<file path="config.mk">
export PLATFORM = sky130hd
export DESIGN_NAME = dbg_trig_unit
export DESIGN_NICKNAME = d
export VERILOG_FILES = /design/src/rtl/dbg_trig_pkg.sv /design/src/rtl/dbg_trig_regs.sv /design/src/rtl/dbg_trig_match.sv /design/src/rtl/dbg_trig_chain.sv /design/src/rtl/dbg_trig_unit.sv
export SDC_FILE = /design/constraint.sdc
export NUM_CORES = 1
export LEC_CHECK = 0
export ABC_AREA = 0
export ABC_CLOCK_PERIOD_IN_PS = 7900
export BUFFER_PORTS_ARGS = -buffer_cell sky130_fd_sc_hd__buf_2
export CAP_MARGIN = 20
export CORE_MARGIN = 2
export CORE_UTILIZATION = 52
export CTS_BUF_LIST = sky130_fd_sc_hd__clkbuf_8
export DETAILED_ROUTE_END_ITERATION = 16
export PLACE_DENSITY_LB_ADDON = 0.05
export SYNTH_ARGS = -nofsm -noshare
export SYNTH_HDL_FRONTEND = slang
export SYNTH_SLANG_ARGS = --single-unit
</file>
<file path="constraint.sdc">
create_clock -name clk -period 7.9 [get_ports clk]
set_input_delay 1.58 -clock clk [delete_from_list [all_inputs] [get_ports clk]]
set_output_delay 1.58 -clock clk [all_outputs]
set_load 0.02 [all_outputs]
</file>
<file path="src/rtl/dbg_trig_pkg.sv">
package dbg_trig_pkg;

  typedef enum logic [1:0] {
    ACT_NONE  = 2'd0,
    ACT_HALT  = 2'd1,
    ACT_EXC   = 2'd2,
    ACT_TRACE = 2'd3
  } act_e;

  // bit positions inside the control word
  localparam int B_EXEC   = 0;
  localparam int B_LOAD   = 1;
  localparam int B_STORE  = 2;
  localparam int B_DATA   = 3;
  localparam int B_AFTER  = 4;
  localparam int B_CHAIN  = 5;
  localparam int B_ACT_LO = 8;
  localparam int CTRL_W   = 16;

  localparam logic [1:0] REG_SEL  = 2'd0;
  localparam logic [1:0] REG_CTRL = 2'd1;
  localparam logic [1:0] REG_CMP  = 2'd2;
  localparam logic [1:0] REG_GLOB = 2'd3;

  typedef struct packed {
    logic [1:0] act;
    logic       chain;
    logic       after;
    logic       data_mode;
    logic       on_store;
    logic       on_load;
    logic       on_exec;
  } trig_cfg_t;

  function automatic logic [CTRL_W-1:0] cfg_to_word(trig_cfg_t c);
    logic [CTRL_W-1:0] w;
    w = '0;
    w[B_EXEC]          = c.on_exec;
    w[B_LOAD]          = c.on_load;
    w[B_STORE]         = c.on_store;
    w[B_DATA]          = c.data_mode;
    w[B_AFTER]         = c.after;
    w[B_CHAIN]         = c.chain;
    w[B_ACT_LO +: 2]   = c.act;
    return w;
  endfunction

endpackage

</file>
<file path="src/rtl/dbg_trig_regs.sv">
module dbg_trig_regs
  import dbg_trig_pkg::*;
#(
  parameter int N_TRIG    = 4,
  parameter int XLEN      = 32,
  parameter int MAX_CHAIN = 2,
  parameter bit HAS_DATA  = 1'b1,
  localparam int SEL_W    = (N_TRIG > 1) ? $clog2(N_TRIG) : 1
) (
  input  logic                         clk,
  input  logic                         rst_n,
  input  logic                         csr_we,
  input  logic [1:0]                   csr_addr,
  input  logic [XLEN-1:0]              csr_wdata,
  output logic [XLEN-1:0]              csr_rdata,
  output trig_cfg_t [N_TRIG-1:0]       cfg_o,
  output logic [N_TRIG-1:0][XLEN-1:0]  cmp_o,
  output logic                         glob_en_o
);

  logic [SEL_W-1:0]              sel_q;
  trig_cfg_t [N_TRIG-1:0]        cfg_q;
  logic [N_TRIG-1:0][XLEN-1:0]   cmp_q;
  logic                          glob_q;

  logic [SEL_W-1:0] sel_new;
  trig_cfg_t        cfg_new;
  int               left_run;
  int               right_run;
  logic             left_stop;
  logic             right_stop;
  logic             chain_ok;

  // clamp of the select index
  always_comb begin
    if (csr_wdata >= XLEN'(N_TRIG)) sel_new = SEL_W'(N_TRIG - 1);
    else                            sel_new = csr_wdata[SEL_W-1:0];
  end

  // length of the chain that a new chain bit on the selected trigger would form
  always_comb begin
    left_run   = 0;
    left_stop  = 1'b0;
    for (int j = N_TRIG - 1; j >= 0; j--) begin
      if (j < int'(sel_q) && !left_stop) begin
        if (cfg_q[j].chain) left_run = left_run + 1;
        else                left_stop = 1'b1;
      end
    end
    right_run  = 0;
    right_stop = 1'b0;
    for (int k = 0; k < N_TRIG; k++) begin
      if (k > int'(sel_q) && !right_stop) begin
        if (cfg_q[k].chain) right_run = right_run + 1;
        else                right_stop = 1'b1;
      end
    end
    chain_ok = (int'(sel_q) < N_TRIG - 1) && (left_run + right_run + 2 <= MAX_CHAIN);
  end

  // legal subset of a control write
  always_comb begin
    cfg_new           = '0;
    cfg_new.on_exec   = csr_wdata[B_EXEC];
    cfg_new.on_load   = csr_wdata[B_LOAD];
    cfg_new.on_store  = csr_wdata[B_STORE];
    cfg_new.data_mode = HAS_DATA ? csr_wdata[B_DATA] : 1'b0;
    cfg_new.after     = csr_wdata[B_AFTER];
    cfg_new.chain     = csr_wdata[B_CHAIN] && chain_ok;
    cfg_new.act       = csr_wdata[B_ACT_LO +: 2];
  end

  always_ff @(posedge clk or negedge rst_n) begin
    if (!rst_n) begin
      sel_q  <= '0;
      glob_q <= 1'b0;
    end else if (csr_we) begin
      if (csr_addr == REG_SEL)  sel_q  <= sel_new;
      if (csr_addr == REG_GLOB) glob_q <= csr_wdata[0];
    end
  end

  for (genvar g = 0; g < N_TRIG; g++) begin : g_slot
    always_ff @(posedge clk or negedge rst_n) begin
      if (!rst_n) begin
        cfg_q[g] <= '0;
        cmp_q[g] <= '0;
      end else if (csr_we && int'(sel_q) == g) begin
        if (csr_addr == REG_CTRL) cfg_q[g] <= cfg_new;
        if (csr_addr == REG_CMP)  cmp_q[g] <= csr_wdata;
      end
    end

    if (!HAS_DATA) begin : g_nodata
      assert_no_data_bit_R2 : assert property (@(posedge clk) disable iff (!rst_n)
        !cfg_q[g].data_mode);
    end
  end

  always_comb begin
    unique case (csr_addr)
      REG_SEL:  csr_rdata = XLEN'(sel_q);
      REG_CTRL: csr_rdata = XLEN'(cfg_to_word(cfg_q[sel_q]));
      REG_CMP:  csr_rdata = cmp_q[sel_q];
      default:  csr_rdata = XLEN'(glob_q);
    endcase
  end

  assign cfg_o     = cfg_q;
  assign cmp_o     = cmp_q;
  assign glob_en_o = glob_q;

  // longest stored chain, measured independently of the write-side legaliser
  int run_len;
  int max_len;
  always_comb begin
    run_len = 0;
    max_len = 1;
    for (int i = 0; i < N_TRIG; i++) begin
      if (cfg_q[i].chain) run_len = run_len + 1;
      else                run_len = 0;
      if (run_len + 1 > max_len) max_len = run_len + 1;
    end
  end

  assert_chain_cap_R7 : assert property (@(posedge clk) disable iff (!rst_n)
    max_len <= MAX_CHAIN);

  assert_tail_unchained_R7 : assert property (@(posedge clk) disable iff (!rst_n)
    !cfg_q[N_TRIG-1].chain);

  assert_sel_range_R1 : assert property (@(posedge clk) disable iff (!rst_n)
    int'(sel_q) <= N_TRIG - 1);

endmodule

</file>
<file path="src/rtl/dbg_trig_match.sv">
module dbg_trig_match
  import dbg_trig_pkg::*;
#(
  parameter int XLEN     = 32,
  parameter bit HAS_DATA = 1'b1
) (
  input  trig_cfg_t        cfg,
  input  logic [XLEN-1:0]  cmp,
  input  logic             ev_exec,
  input  logic             ev_load,
  input  logic             ev_store,
  input  logic             ev_after,
  input  logic [XLEN-1:0]  ev_addr,
  input  logic [XLEN-1:0]  ev_data,
  output logic             hit
);

  logic            kind_ok;
  logic [XLEN-1:0] probe;

  assign kind_ok = (cfg.on_exec  && ev_exec) ||
                   (cfg.on_load  && ev_load) ||
                   (cfg.on_store && ev_store);

  if (HAS_DATA) begin : g_data
    assign probe = cfg.data_mode ? ev_data : ev_addr;
  end else begin : g_addr_only
    assign probe = ev_addr;
  end

  assign hit = kind_ok && (cfg.after == ev_after) && (probe == cmp);

  logic unused_fields;
  assign unused_fields = ^{cfg.chain, cfg.act, cfg.data_mode, ev_data};

endmodule

</file>
<file path="src/rtl/dbg_trig_chain.sv">
module dbg_trig_chain
  import dbg_trig_pkg::*;
#(
  parameter int N_TRIG = 4,
  localparam int SEL_W = (N_TRIG > 1) ? $clog2(N_TRIG) : 1
) (
  input  logic                    clk,
  input  logic                    rst_n,
  input  trig_cfg_t [N_TRIG-1:0]  cfg,
  input  logic [N_TRIG-1:0]       hit,
  input  logic                    ev_valid,
  input  logic                    glob_en,
  input  logic                    in_debug,
  output logic                    act_valid,
  output logic [1:0]              act_code,
  output logic [SEL_W-1:0]        act_idx
);

  logic [N_TRIG-1:0] acc;
  logic [N_TRIG-1:0] end_fire;

  // running AND along each chain; a trigger whose left neighbour is unchained starts afresh
  for (genvar g = 0; g < N_TRIG; g++) begin : g_link
    if (g == 0) begin : g_head
      assign acc[g] = hit[g];
    end else begin : g_body
      assign acc[g] = hit[g] && (cfg[g-1].chain ? acc[g-1] : 1'b1);
    end
    assign end_fire[g] = !cfg[g].chain && acc[g] && (cfg[g].act != ACT_NONE);
  end

  // per action class, the lowest firing chain end
  logic [3:1]            cls_v;
  logic [3:1][SEL_W-1:0] cls_idx;
  always_comb begin
    for (int c = 1; c <= 3; c++) begin
      cls_v[c]   = 1'b0;
      cls_idx[c] = '0;
      for (int i = N_TRIG - 1; i >= 0; i--) begin
        if (end_fire[i] && cfg[i].act == 2'(c)) begin
          cls_v[c]   = 1'b1;
          cls_idx[c] = SEL_W'(i);
        end
      end
    end
  end

  logic             go;
  logic [1:0]       win_code;
  logic [SEL_W-1:0] win_idx;

  assign go = ev_valid && glob_en && !in_debug && (|cls_v);

  always_comb begin
    if (cls_v[1]) begin
      win_code = ACT_HALT;
      win_idx  = cls_idx[1];
    end else if (cls_v[2]) begin
      win_code = ACT_EXC;
      win_idx  = cls_idx[2];
    end else begin
      win_code = ACT_TRACE;
      win_idx  = cls_idx[3];
    end
  end

  always_ff @(posedge clk or negedge rst_n) begin
    if (!rst_n) begin
      act_valid <= 1'b0;
      act_code  <= '0;
      act_idx   <= '0;
    end else begin
      act_valid <= go;
      act_code  <= go ? win_code : 2'd0;
      act_idx   <= go ? win_idx  : '0;
    end
  end

  assert_needs_event_R9 : assert property (@(posedge clk) disable iff (!rst_n)
    act_valid |-> $past(ev_valid));

  assert_gated_R11 : assert property (@(posedge clk) disable iff (!rst_n)
    act_valid |-> $past(glob_en && !in_debug));

  assert_real_action_R8 : assert property (@(posedge clk) disable iff (!rst_n)
    act_valid |-> act_code != ACT_NONE);

  assert_quiet_idle_R9 : assert property (@(posedge clk) disable iff (!rst_n)
    !act_valid |-> (act_code == 2'd0 && act_idx == '0));

endmodule

</file>
<file path="src/rtl/dbg_trig_unit.sv">
module dbg_trig_unit
  import dbg_trig_pkg::*;
#(
  parameter int N_TRIG    = 4,
  parameter int XLEN      = 32,
  parameter int MAX_CHAIN = 2,
  parameter bit HAS_DATA  = 1'b1,
  localparam int SEL_W    = (N_TRIG > 1) ? $clog2(N_TRIG) : 1
) (
  input  logic              clk,
  input  logic              rst_n,
  input  logic              csr_we,
  input  logic [1:0]        csr_addr,
  input  logic [XLEN-1:0]   csr_wdata,
  output logic [XLEN-1:0]   csr_rdata,
  input  logic              ev_valid,
  output logic              ev_ready,
  input  logic              ev_exec,
  input  logic              ev_load,
  input  logic              ev_store,
  input  logic              ev_after,
  input  logic [XLEN-1:0]   ev_addr,
  input  logic [XLEN-1:0]   ev_data,
  input  logic              in_debug,
  output logic              act_valid,
  output logic [1:0]        act_code,
  output logic [SEL_W-1:0]  act_idx
);

  trig_cfg_t [N_TRIG-1:0]       cfg;
  logic [N_TRIG-1:0][XLEN-1:0]  cmp;
  logic                         glob_en;
  logic [N_TRIG-1:0]            hit;

  assign ev_ready = 1'b1;

  dbg_trig_regs #(
    .N_TRIG(N_TRIG), .XLEN(XLEN), .MAX_CHAIN(MAX_CHAIN), .HAS_DATA(HAS_DATA)
  ) u_regs (
    .clk(clk), .rst_n(rst_n),
    .csr_we(csr_we), .csr_addr(csr_addr), .csr_wdata(csr_wdata), .csr_rdata(csr_rdata),
    .cfg_o(cfg), .cmp_o(cmp), .glob_en_o(glob_en)
  );

  for (genvar g = 0; g < N_TRIG; g++) begin : g_cmp
    dbg_trig_match #(.XLEN(XLEN), .HAS_DATA(HAS_DATA)) u_match (
      .cfg(cfg[g]), .cmp(cmp[g]),
      .ev_exec(ev_exec), .ev_load(ev_load), .ev_store(ev_store), .ev_after(ev_after),
      .ev_addr(ev_addr), .ev_data(ev_data),
      .hit(hit[g])
    );
  end

  dbg_trig_chain #(.N_TRIG(N_TRIG)) u_chain (
    .clk(clk), .rst_n(rst_n),
    .cfg(cfg), .hit(hit),
    .ev_valid(ev_valid), .glob_en(glob_en), .in_debug(in_debug),
    .act_valid(act_valid), .act_code(act_code), .act_idx(act_idx)
  );

  assert_ready_R12 : assert property (@(posedge clk) disable iff (!rst_n) ev_ready);

endmodule

</file>
; Word level (Yosys, flattened, before mapping)
; Index checks and enable logic that the tools add are counted.
[word_totals]
ff_bits = 168
input_bits = 107
output_inout_bits = 38
[op_classes]
n_addsub = 6
order_cmp = 10
eq_ne = 26
muxes = 63
reduce_logical = 90
[op_table]
columns = cell, n
row1 = 32-bit 2-to-1 mux, 14
row2 = 32-bit == test, 4
row3 = 32-bit by 2-bit adder with 32-bit output (second input constant), 3
row4 = 32-bit case mux with 3 select lines, 1
row5 = 32-bit binary-select mux with 2-bit select, 1
row6 = 1-bit logical AND, 56
row7 = 2-bit 2-to-1 mux, 18
row8 = 32-bit by 3-bit adder with 32-bit output (second input constant), 1
row9 = 32-bit adder, 1
row10 = 32-bit by 3-bit greater-or-equal comparator with 1-bit output (second input constant), 1
row11 = 32-bit by 3-bit <= comparator with 1-bit output (second input constant), 1
row12 = 1-bit 2-to-1 mux, 27
row13 = 2-bit == test (second input constant), 12
row14 = 2-bit AND reduction, 10
row15 = 8-bit binary-select mux with 2-bit select, 1
row16 = 2-bit by 1-bit == test with 1-bit output (second input constant), 6
row17 = 1-bit logical NOT, 9
row18 = 1-bit logical OR, 8
row19 = 8-bit 2-to-1 mux, 1
row20 = 2-bit nonzero test, 4
row21 = 1-bit == test, 4
row22 = 2-bit greater-than comparator (first input constant), 2
row23 = 2-bit logical NOT, 2
row24 = 1-bit by 2-bit < comparator with 1-bit output (first input constant), 2
row25 = 6 further kinds, 6

; Longest topological paths before layout
[logic_depth]
depth_word = 21
ltp_mapped = 20

; Cells and area by module
; A second synthesis with hierarchy kept.
[hier_totals]
hier_cells = 908
area_unflattened_um2 = 11304.6
[modules_own_cells]
columns = mod, n_inst, cells_per_inst, area_per_inst_um2
row1 = dbg_trig_regs, 1, 527, 7852.5
row2 = dbg_trig_match, 4, 82, 745.7
row3 = dbg_trig_chain, 1, 51, 457.9
row4 = dbg_trig_unit, 1, 2, 11.3

; Worst setup path before layout
; Ideal clock, no wire load.
[synth_path]
path_type = input to output
from = in csr_addr[1]
to = out csr_rdata[2]
arrival_ps = 2607
required_time_ps = 6320
path_slack_ps = 3713
stages = 4
n_path_buf = 2
cell_sequence = clkbuf_1 -> nor2b_1 -> clkbuf_1 -> a22o_1
[synth_between]
elab_chain_cells = 2
[synth_rtl]
columns = item, line
row1 = from (decl), dbg_trig_unit.sv:13  ; input logic [1:0] csr_addr,
row2 = 2-bit == test (tied with other cells), dbg_trig_regs.sv:101  ; unique case (csr_addr)
row3 = 32-bit case mux with 3 select lines (*), dbg_trig_regs.sv:101
row4 = to (decl), dbg_trig_unit.sv:15  ; output logic [XLEN-1:0] csr_rdata,
; Every way passes the cells marked *; elsewhere a longest branch is shown, timed or not.

; Worst setup path after layout
[layout_path]
from = reg u_regs.sel_q[0]
to = out csr_rdata[0]
[layout_between]
elab_chain_cells = 3
[layout_rtl]
columns = item, line
row1 = from (decl), dbg_trig_regs.sv:21  ; logic [SEL_W-1:0] sel_q;
row2 = from (signal assigned), dbg_trig_regs.sv:78  ; if (csr_addr == REG_SEL) sel_q <= sel_new;
row3 = 32-bit binary-select mux with 2-bit select or 8-bit binary-select mux with 2-bit select (tied branches), "dbg_trig_regs.sv:104, dbg_trig_regs.sv:103"
row4 = 32-bit 2-to-1 mux (implied by the code) or 8-bit 2-to-1 mux (tied branches), "dbg_trig_regs.sv:104, dbg_trig_regs.sv:103"
row5 = 32-bit case mux with 3 select lines (*), dbg_trig_regs.sv:101
; Every way passes the cells marked *; elsewhere a longest branch is shown, timed or not. The select of a mux whose other input is x is not followed.

==> Implementation_results.wiki <==
{| class="wikitable"
! Metric !! Value
|-
| DR iter-0 viols || 565
|-
| Total number of placement rows || 53
|-
| Core utilization of the finished layout || 0.5943
|-
| Internal cell power || 1.733 mW
|-
| Count of maximum capacitance violations || 0
|-
| Congestion Overflow GR || 0
|-
| Global-route wire length before repair || 52,100 um
|-
| Setup_tns || 0 ps
|-
| Max Root-Sink Buffers || 2
|-
| Net switching fraction of the power || 0.3788
|-
| Worst Hold Slack || roughly 520 ps
|-
| Proportion of power drawn by the clock network || 0.211
|-
| Maximum number of pins on one net before global-route repair || 81
|-
| Max rail drop VDD || 124.8 uV
|-
| Later-pin clock latency in the skew report || 480 ps
|-
| Netlist area before placement || 11,230 um^2
|-
| Root Buffer Master || clkbuf_8
|-
| Ranking of synthesized cells by area || dfrtp_1 37%, mux2_2 15%, mux2i_1 12%
|-
| Crit Path Category || reg2out
|-
| Number of endpoints failing setup at the final stage || 0
|-
| Max-Slew Margin vs Limit || 0.3159
|-
| Placeable core region || 21,090 um^2
|-
| WL per Instance || 25.97 um
|-
| Fraction of layout cells with a size suffix above 1 || 0.3662
|-
| Post-route standard cell area excluding fillers || ~13,000 um^2
|-
| Diodes inserted || 0
|-
| Detailed placement HPWL || 24,980 um
|-
| Fin. Hold Viols || 0
|-
| Setup repair after global routing missed its margin || no
|-
| Number of unique standard cell types used by synthesis || 58
|-
| Inserted Clock Buffers || 17
|-
| Total wirelength of the detailed-routed design || 35,090 um
|-
| Synthesis-to-layout area growth || 11.56%
|-
| Via count of the first global-routing pass || 8,364
|-
| Synth area leader || dfrtp_1
|-
| CTS tree || done
|-
| Final period util || 0.6046
|-
| Residual DRC count || 0
|-
| Remaining number of nets flagged by the antenna check after routing || 0
|-
| # nets final || 1,181
|-
| Type of element launching the critical path || register
|-
| Number of synthesis warnings || 0
|-
| Quantity of hold-fixing buffers added after cts || 0
|-
| Detailed-routing iteration count for the pre-antenna-repair pass || 5
|-
| Overall die width || 151.0 um
|-
| Fraction of power consumed by combinational cells || 0.360
|-
| Starting density of the core || 0.5327
|-
| Post-cts resize count || 0
|-
| Number of storage elements in the synthesis netlist || between 150 and 200
|-
| Data required, critical path || 6320 ps
|-
| Fraction of the yosys area taken by sequential cells || 0.3742
|-
| Most common cell in the synthesized netlist || dfrtp_1
|-
| Post-route insts no fill || 1,351
|-
| Leakage power summed over all cells || roughly 5.4 nW
|-
| Cell count after synthesis || 940
|-
| Synth top cells by count || 168 x dfrtp_1, 152 x mux2_2, 131 x mux2i_1, 111 x xnor2_1, 39 x mux4_2
|-
| DIE HEIGHT || 151.0 um
|-
| Overall die area || between 20,000 and 25,000 um^2
|-
| Worst-path clk slew || 100 ps
|-
| PnR Total Power || around 2.8 mW
|-
| GP Congestion || 0.9187
|-
| Area post-placement || about 12,000 um^2
|-
| Setup repair bufs after CTS || 0
|-
| Signal arrival time at the worst endpoint || 3200 ps
|-
| Vias post-DR || 8,431
|-
| Quantity of I/O buffers inserted on ports || 143
|-
| Flip-flop cell with the highest count after synthesis || dfrtp_1
|-
| Worst Setup Slack post-DPL || 3043 ps
|-
| Clock Sink Count || 168
|-
| Maximum level of the CTS H-tree || 4
|-
| Max-slew violation count || 0
|-
| F_max || about 210 MHz
|-
| Via-to-Cell Ratio || 6.241
|-
| Actual slew at the worst max-slew pin || 1017 ps
|-
| Post-synthesis net count || 1,057
|-
| Post-placement cell count || 1,320
|-
| Post-synth EDFFs || 0
|-
| Outcome || finished, final reports clean
|-
| Kind of end point of the critical path || output pin
|-
| Final critical-path required period || roughly 4800 ps
|-
| Worst Setup Slack, final || 3124 ps
|-
| IO Pins || 145
|-
| Proportion of netlist area held by the largest area contributor || 0.3742
|-
| Fraction of synthesis flops using an asynchronous set or reset pin || 1.000
|-
| Max Fanout on Critical Path || 28
|-
| Final Skew || 18.03 ps
|-
| Average instance area after synthesis || 11.95 um^2
|-
| Class of the worst hold path || reg2reg
|-
| Antenna violations before repair || 0
|-
| Net Sw Power || 1.057 mW
|-
| P per Cell Area || ~220 nW/um^2
|-
| Proportion of power drawn by flip-flops and latches || 0.430
|-
| Global routing usage summed across all routing layers || 0.3170
|}
==> routing by layer <==
layer	vias to the layer above	wire [um]	GRT usage
li1	3745	-	-
met1	4253	14710	0.4190
met2	354	16700	0.5123
met3	79	2237	0.06265
met4	0	1442	0.1332
met5	-	0	0
==> power groups by stage <==
stage / sequential [mW] / clock (mW) / combinational, mW
2_1_floorplan: 1.15 / 0 / 0.709
3_3_place_gp: 1.21 / 0 / 0.984
3_5_place_dp: 1.21 / 0 / 0.992
4_1_cts: 1.20 / 0.592 / 0.996
5_1_grt: 1.22 / 0.631 / 1.06
6_report: 1.20 / 0.588 / 1.00
==> layout make-up <==
| type | count | area, um^2 |
|---|---|---|
| Clock buffer | 17 | 234.0 |
| Clock inverter | 14 | 118.9 |
| Fill cell | 1857 | 8556 |
| Inverter | 13 | 48.80 |
| Multi-Input combinational cell | 709 | 6760 |
| Sequential cell | 168 | 4214 |
| Tap cell | 275 | 344.1 |
| Timing Repair Buffer | 155 | 812.0 |
==> logic make-up after synthesis <==
group,Yosys count,share of synthesized area
AOI/OAI and AO/OA,60,0.03988
xor gates and xnor gates,132,0.1029
DFF,168,0.3742
muxes,322,0.3473
and+or+nand+nor,184,0.09735
buffers and inverters,63,0.02617
other,1,0.0003338
adders and majority gates,10,0.01181
==> registers in the layout (all words and copies together) (netlist names) <==
name	count
u_chain.act_valid	1
u_chain.act_idx	2
u_regs.glob_en_o	1
u_regs.cmp_o	128
u_regs.sel_q	2
u_chain.act_code	2
u_regs.cfg_o	32
==> layout by cell type (no fill, tap or decap), types with 11 or more instances in the layout <==
cell type / count
dfrtp_1: 162
mux2_2: 152
buf_2: 142
mux2i_1: 131
xnor2_1: 111
mux4_2: 39
nor4_1: 37
and2_1: 28
nor2_1: 22
xor2_1: 21
nand2_1: 17
clkbuf_8: 17
nand4_1: 16
inv_1: 14
o21ai_0: 14
a21oi_1: 12
buf_4: 12
nand3_1: 11
==> worst paths after layout <==
kind                                               from  slack [ps]                             to  depth (start not counted)
max in group asynchronous                         rst_n        5530   u_regs.cfg_o[11]$_DFFE_PN0P_                          2
max                         u_regs.sel_q[0]$_DFFE_PN0P_        3120                   csr_rdata[0]                          8
min                        u_regs.glob_en_o$_DFFE_PN0P_         520   u_regs.glob_en_o$_DFFE_PN0P_                          2
min reg2reg                u_regs.glob_en_o$_DFFE_PN0P_         520   u_regs.glob_en_o$_DFFE_PN0P_                          2
min in group asynchronous                         rst_n        1140  u_regs.cmp_o[101]$_DFFE_PN0P_                          1
max reg2reg                 u_regs.sel_q[0]$_DFFE_PN0P_        3250   u_regs.cfg_o[21]$_DFFE_PN0P_                         18
==> critical path: stages (launching register included) <==
cell      delay (ps)
dfrtp_2          990
buf_4            600
nand2b_1         320
o22ai_1          240
nor2_1            60
nor2_1           100
a21oi_1           50
a31oi_1          170
buf_2            180
Power figures use the tool's default switching activity.
